<file path="config.mk">
export PLATFORM = sky130hd
export DESIGN_NAME = fetch_seq
export DESIGN_NICKNAME = d
export VERILOG_FILES = /design/src/rtl/fetch_seq.sv
export SDC_FILE = /design/constraint.sdc
export NUM_CORES = 1
export LEC_CHECK = 0
export ABC_AREA = 1
export BUFFER_PORTS_ARGS = -buffer_cell sky130_fd_sc_hd__buf_2
export CORE_UTILIZATION = 46
export CTS_BUF_LIST = sky130_fd_sc_hd__clkbuf_8
export DETAILED_ROUTE_END_ITERATION = 8
export GPL_ROUTABILITY_DRIVEN = 0
export PLACE_DENSITY = 0.86
export REMOVE_ABC_BUFFERS = 1
export SLEW_MARGIN = 20
export SYNTH_ARGS = -nofsm -noshare
export SYNTH_HDL_FRONTEND = slang
export SYNTH_SLANG_ARGS = --single-unit
</file>
<file path="constraint.sdc">
create_clock -name clk -period 1.2 [get_ports clk]
set_input_delay 0.06 -clock clk [delete_from_list [all_inputs] [get_ports clk]]
set_output_delay 0.06 -clock clk [all_outputs]
set_load 0.1 [all_outputs]
</file>
<file path="src/rtl/fetch_seq.sv">
module fetch_seq #(
  parameter int ADDR_W = 8,
  parameter int DATA_W = 16
) (
  input  logic              clk,
  input  logic              rst,
  input  logic              exec_done,
  input  logic              jump_en,
  input  logic [ADDR_W-1:0] jump_target,
  input  logic [DATA_W-1:0] mem_rdata,
  output logic [ADDR_W-1:0] mem_addr,
  output logic [ADDR_W-1:0] pc,
  output logic [DATA_W-1:0] ir,
  output logic [1:0]        state,
  output logic              exec_busy,
  output logic              ld_mar,
  output logic              ld_mdr,
  output logic              ld_ir,
  output logic              ld_pc,
  output logic              mar_sel,
  output logic              pc_sel
);

  typedef enum logic [1:0] {
    S_EXEC = 2'd0,
    S_LMAR = 2'd1,
    S_LMDR = 2'd2,
    S_LIR  = 2'd3
  } st_t;

  st_t               cur, nxt;
  logic [ADDR_W-1:0] mar_q, pc_q, pc_inc, mar_d, pc_d;
  logic [DATA_W-1:0] mdr_q, ir_q;

  always_comb begin
    ld_mar  = 1'b0;
    ld_mdr  = 1'b0;
    ld_ir   = 1'b0;
    ld_pc   = 1'b0;
    mar_sel = 1'b0;
    pc_sel  = 1'b0;
    nxt     = cur;
    case (cur)
      S_EXEC: begin
        if (exec_done) begin
          nxt    = S_LMAR;
          ld_pc  = jump_en;
          pc_sel = jump_en;
        end
      end
      S_LMAR: begin
        ld_mar = 1'b1;
        nxt    = S_LMDR;
      end
      S_LMDR: begin
        ld_mdr = 1'b1;
        ld_pc  = 1'b1;
        nxt    = S_LIR;
      end
      default: begin
        ld_ir = 1'b1;
        nxt   = S_EXEC;
      end
    endcase
  end

  assign pc_inc = pc_q + 1'b1;
  assign mar_d  = mar_sel ? jump_target : pc_q;
  assign pc_d   = pc_sel  ? jump_target : pc_inc;

  always_ff @(posedge clk) begin
    if (rst) begin
      cur   <= S_LMAR;
      mar_q <= '0;
      pc_q  <= '0;
      mdr_q <= '0;
      ir_q  <= '0;
    end else begin
      cur <= nxt;
      if (ld_mar) mar_q <= mar_d;
      if (ld_mdr) mdr_q <= mem_rdata;
      if (ld_pc)  pc_q  <= pc_d;
      if (ld_ir)  ir_q  <= mdr_q;
    end
  end

  assign mem_addr  = mar_q;
  assign pc        = pc_q;
  assign ir        = ir_q;
  assign state     = cur;
  assign exec_busy = (cur == S_EXEC);

  a_r2_lmar_to_lmdr: assert property (@(posedge clk) disable iff (rst)
    cur == S_LMAR |=> cur == S_LMDR);
  a_r2_lmdr_to_lir: assert property (@(posedge clk) disable iff (rst)
    cur == S_LMDR |=> cur == S_LIR);
  a_r2_lir_to_exec: assert property (@(posedge clk) disable iff (rst)
    cur == S_LIR |=> cur == S_EXEC);
  a_r3_mar_from_pc: assert property (@(posedge clk) disable iff (rst)
    cur == S_LMAR |=> mar_q == $past(pc_q));
  a_r4_pc_counts: assert property (@(posedge clk) disable iff (rst)
    cur == S_LMDR |=> pc_q == $past(pc_q) + 1'b1 && mdr_q == $past(mem_rdata));
  a_r5_ir_from_mdr: assert property (@(posedge clk) disable iff (rst)
    cur == S_LIR |=> ir_q == $past(mdr_q));
  a_r6_exec_holds: assert property (@(posedge clk) disable iff (rst)
    cur == S_EXEC && !exec_done |=> cur == S_EXEC && $stable(pc_q) && $stable(mar_q) && $stable(ir_q));
  a_r6_fetch_regs_onehot: assert property (@(posedge clk) disable iff (rst)
    $onehot0({ld_mar, ld_mdr, ld_ir}));
  a_r7_jump_taken: assert property (@(posedge clk) disable iff (rst)
    cur == S_EXEC && exec_done && jump_en |=> pc_q == $past(jump_target) && cur == S_LMAR);

endmodule

</file>
==> flow_summary.yaml, run 1 <==
status:
  status: "finished, violations left"
  violations: "negative hold slack, negative setup slack"
clock_tree:
  cts_inserted_buffers: 5
  clockBufferDepth: 2
  h-tree-depth: 2
  cts_root_buffer: "clkbuf_8"
  cts.sinks: 50
  clk_latency_ns: 0.30
  cts_tree: "built"
  clkTransAtPathRegs_ns: 0.09
sta:
  timing.final.crit_share: 1.27
  final.setup.worst_slack_ns: -0.325
  hold_viol: 2
  fmax_mhz: 656
  rsz0062_at_grt: "true"
  min_period_ns: 1.52
  setup_viol: 45
  drv_slew: 0
  skew_ns: 0.00605
  whs_ns: -0.00515
final_layout:
  fin_util: 0.867
  area_growth_pct: 77.0
  layout_commonest_cell: "nor2_1"
  seq_area_um2: 1010
  multiInputGateArea_um2: 1120
  diodes: 0
  layout.nets: 413
  final_layout_size_suffix_gt1_frac: 0.501
  mostFrequentLayoutCells: "nor2_1, buf_2, dfxtp_1"
  n_fill_cell: 190
die:
  die_area_um2: 4650
  dieHeight_um: 68.2
  ios: 69
  die_w_um: 68.2
  core_um2: 4120
  initial_core_util: 0.490
  rows: 23
critical_path:
  arrival_ns: 1.72
  crit_type: "register to register"
  r2r_slack_ns: -0.32
  crit_path_max_fanout: 6
  cp-start-kind: "register"
  required_ns: 1.39
  end_kind: "register"
yosys:
  yosys_warnings: 0
  synth.largest_area_cell: "dfxtp_1"
  syn_inst: 264
  synth_area_leaders: "dfxtp_1, nor2_1, o21ai_0"
  ys_seq_area_frac: 0.497
  avgSynthCellArea_um2: 7.64
  synth-seq-cells: 50
  netlist_area_um2: 2020
  ys_types: 24
  synth_top_area_frac: 0.497
detailed_routing:
  drtIter0Drc: 235
  drt_first_pass_iters: 5
  ant_nets: 0
  remaining_drc_errors: 0
  dr_total_vias: 2452
  totalWireLength_mm: 7.88
  detail_route.wl_per_cell_um: 18.3
  viasPerCell: 5.69
grt:
  grt_usage: 0.297
  grt_first_pass_wirelength_mm: 10.0
  grt_remaining_overflow: 0
  grt_max_degree: 28
  grt_pass1_vias: 2109
  antenna_found_initial: 0
placed_design:
  portBuffers: 67
  dpl.hpwl_mm: 3.56
power:
  power_density_nw_per_um2: 3190
  peakVddDrop_mv: 1.83
  power.leakage_nw: 1.62
flow_run:
  maxCapViolCount: 0
hold_path:
  hp-class: "input pin to register"
==> power by group <==
group | switching [W] | leakage (nW) | internal [W]
logic | 0.00511 | 1.14 | 0.00232
registers | 0.000366 | 0.410 | 0.00218
clock network | 0.000571 | 0.0683 | 0.000835
total | 0.00605 | 1.62 | 0.00534
==> synthesized netlist by cell type <==
master    count
inv_2         3
nand3_4       1
o211ai_1      4
inv_1        16
nor2_4        1
a31oi_1       3
nand3_1       8
conb_1        1
nor4_1        1
nor2_2        1
o21ai_1       1
nand2_2       1
buf_4         1
ha_1          5
a21oi_2       2
nand2_1      22
dfxtp_1      50
buf_2         9
nor2_1       72
o21ai_0      46
clkbuf_1      3
nand4_1       2
xnor2_1       1
a21oi_1      10
==> sequential cells by signal (all words and copies together) (netlist names) <==
| name | flops |
|---|---|
| pc | 8 |
| ir | 16 |
| mem_addr | 8 |
| state | 2 |
| mdr_q | 16 |
==> area by class of cell <==
cell class	count	area share
Clock inverter	3	0.0193
Inverter	19	0.0242
Clock buffer	5	0.0193
Tap cell	50	0.0175
Timing Repair Buffer	122	0.322
Sequential cell	50	0.282
Multi-Input combinational cell	182	0.315
==> what timing repair did <==
| item | 4_1_cts | 5_1_grt |
|---|---|---|
| resized for setup | 51 | 97 |
| cloned | 2 | 0 |
| buffers inserted | 9 | 12 |
| pin swaps | 8 | 39 |
| hold endpoints to repair | 8 | 0 |
| setup endpoints to repair | 53 | 48 |
| hold buffers | 8 | 0 |
==> final timing paths <==
path | startpoint | to | cells past startpoint
setup / recovery | state[1] | pc[1] | 7
hold / removal | mem_rdata[6] | mdr_q[6] | 3
setup reg to reg | state[1] | pc[1] | 7
hold reg to reg | ir[4] | ir[4] | 2
==> per-layer routing <==
metal,up-vias,global-route usage,routed length [um]
li1,1091,-,-
met4,0,0.117,314
met1,1158,0.333,3040
met3,39,0.0617,580
met5,-,0,0
met2,164,0.540,3940
==> worst max-delay path, cell delays in order (launching register included) <==
cell     delay (ns)
dfxtp_4        0.38
buf_6          0.10
ha_4           0.15
buf_6          0.12
buf_12         0.12
buf_8          0.12
nand3_1        0.11
a31oi_1        0.31
==> kinds of logic after synthesis <==
| kind of cell | after synthesis | synth area share |
|---|---|---|
| buf+inv | 32 | 0.0670 |
| other cells | 1 | 0.00186 |
| flops | 50 | 0.497 |
| simple gates | 109 | 0.225 |
| xor+xnor | 1 | 0.00435 |
| fa+ha+maj | 5 | 0.0310 |
| compound gates | 66 | 0.174 |
==> stage by stage <==
stage | worst slack [ns] | std cells | setup TNS [ns] | power (W) | instance area, um2
after detailed placement | -0.112 | 394 | -1.01 | 0.00837 | 2790
after floorplan | -2.39 | 251 | -90.46 | 0.00663 | 1950
final | -0.325 | 431 | -4.49 | 0.0114 | 3570
after CTS | -0.192 | 421 | -3.12 | 0.0104 | 3260
after global routing | -0.383 | 431 | -6.24 | 0.0118 | 3570
after global placement | -0.00726 | 394 | -0.00726 | 0.00827 | 2790
Note: power is estimated with default switching activity, not from simulation.
==> run 2: changes to the inputs <==
Settings changed: BUFFER_PORTS_ARGS -buffer_cell sky130_fd_sc_hd__buf_2 to default, CORE_UTILIZATION 46 to 50, DONT_BUFFER_PORTS from default to 1, PLACE_DENSITY 0.86 to 0.77.
==> run 2 against run 1 <==
Compared with the run above:
- the flow finishes with violations (negative setup slack)
- non-clock buffer count fell by 21
- critical path depth rose by 1
- sequential share of layout area fell by 0.47 points
- count of clock-buffer cells in the layout did not move
- sequential power rose by 7%
- clock power fell by 26%
- final cell count fell by 5.6%
- worst setup slack got worse by 0.058 ns
- cell area rose by 1.7%
- fmax fell by 3.7%
- critical endpoint is now pc[4]
- highest routed layer unchanged
==> flow_summary.yaml, run 2 (synthesis gave the netlist of run 1 again) <==
status:
  status: "finished, violations left"
  violations: "negative setup slack"
critical_path:
  cp_cell_sequence: "buf_6, ha_4, buf_4, buf_6, nand4_1, nand3_2, o211ai_1, nor2_1"
  crit_top_cell: "buf_6"
  end_kind: "register"
  crit_path_max_fanout: 4
  arrival_ns: 1.82
  required_ns: 1.43
  worst-path-buf-inv: 3
  crit_type: "register to register"
  crit_family: "simple AND/OR/NAND/NOR gates"
  cpMaxStageDelayCell: "dfxtp_2"
  cp-start-kind: "register"
  max_stage_delay_ns: 0.36
die:
  initial_core_util: 0.535
  die_area_um2: 4290
  rows: 22
  dieHeight_um: 65.5
  die_w_um: 65.5
  ios: 69
  core_um2: 3770
detailed_routing:
  ant_nets: 0
  totalWireLength_mm: 11.3
  drtIter0Drc: 384
  remaining_drc_errors: 0
  detail_route.wl_per_cell_um: 27.7
  drt_first_pass_iters: 5
  viasPerCell: 6.81
  dr_total_vias: 2770
sta:
  hold_viol: 0
  timing.final.crit_share: 1.32
  fmax_mhz: 632
  final.setup.worst_slack_ns: -0.383
  min_period_ns: 1.58
  rsz0062_at_grt: "true"
  drv_slew: 0
  setup_viol: 59
  skew_ns: 0.0222
placed_design:
  dp_cells: 361
  portBuffers: 0
  dpl.hpwl_mm: 3.40
final_layout:
  multiInputGateArea_um2: 1290
  fin_cells: 407
  n_fill_cell: 75
  seq_area_um2: 1010
  diodes: 0
  area_growth_pct: 80.0
  layout_commonest_cell: "nor2_1"
  layout.nets: 392
  final_layout_size_suffix_gt1_frac: 0.510
  mostFrequentLayoutCells: "nor2_1, dfxtp_1, buf_4"
grt:
  antenna_found_initial: 0
  grt_usage: 0.380
  grt_remaining_overflow: 0
  grt_max_degree: 40
  grt_first_pass_wirelength_mm: 12.0
  grt_pass1_vias: 2315
power:
  seq_power_share: 0.226
  power.internal_w: 0.00516
  total_power_w: 0.0121
  peakVddDrop_mv: 3.04
  comb_power_share: 0.689
  power.leakage_nw: 1.50
  clkPwrFrac: 0.086
  swShare: 0.573
  power_density_nw_per_um2: 3330
  p_sw_w: 0.00693
clock_tree:
  cts_inserted_buffers: 5
  clk_latency_ns: 0.33
  cts_tree: "built"
  h-tree-depth: 2
  clkTransAtPathRegs_ns: 0.11
  cts.sinks: 50
  cts_root_buffer: "clkbuf_8"
  clockBufferDepth: 2
flow_run:
  maxCapViolCount: 0
hold_path:
  hp-class: "input pin to register"
-- run 2: per-stage QoR --
step           utilization  setup slack (ns)  cell area [um2]  hold WS, ns  setup TNS (ns)
2_1_floorplan            -             -2.39             1950        0.122          -90.46
3_3_place_gp         0.668           -0.0730             2520        0.124          -0.479
3_5_place_dp         0.668            -0.188             2520        0.124           -1.61
4_1_cts              0.819            -0.162             3090       0.0253           -1.38
5_1_grt              0.962            -0.415             3630        0.113           -8.51
6_report             0.962            -0.383             3630       0.0926           -7.91
-- run 2: cell type report --
type | count | area share
clock buffer | 5 | 0.0190
clock inverter | 2 | 0.00414
inverter | 19 | 0.0231
multi-input combinational | 182 | 0.357
sequential | 50 | 0.278
tap | 48 | 0.0166
timing repair buffer | 101 | 0.303
-- run 2: power by group through the flow --
| stage | clock network [W] | logic [W] | registers (W) |
|---|---|---|---|
| after floorplan | 0 | 0.00161 | 0.00501 |
| after global placement | 0 | 0.00552 | 0.00242 |
| after detailed placement | 0 | 0.00557 | 0.00245 |
| after CTS | 0.000945 | 0.00638 | 0.00245 |
| after global routing | 0.00107 | 0.00840 | 0.00276 |
| final | 0.00104 | 0.00833 | 0.00273 |
-- run 2: per-layer routing --
| layer | vias to the layer above | part of all wire | GRT usage |
|---|---|---|---|
| met4 | 0 | 0.11 | 0.188 |
| met5 | - | 0 | 0 |
| met1 | 1256 | 0.33 | 0.426 |
| met3 | 142 | 0.12 | 0.104 |
| li1 | 1051 | - | - |
| met2 | 321 | 0.44 | 0.657 |
-- run 2: timing repair --
action	CTS	global route
hold endpoints to repair	26	0
hold buffers	23	0
endpoints found under the setup margin	34	61
cloned	0	3
resized for setup	75	132
pin swaps	10	44
buffers inserted	8	6
-- run 2: worst register-to-register path, stage by stage, from the launching register on --
cell and delay, ns:
dfxtp_2 0.36, buf_6 0.13, ha_4 0.18, buf_4 0.13
buf_6 0.11, nand4_1 0.11, nand3_2 0.11, o211ai_1 0.12
nor2_1 0.23
-- run 2: worst paths after layout --
check,cells after the start,slack (ns),start,end
min reg2reg,2,0.52,mdr_q[7],ir[7]
max reg2reg,8,-0.38,state[1],pc[4]
max,8,-0.38,state[1],pc[4]
min,3,0.09,rst,mem_addr[3]
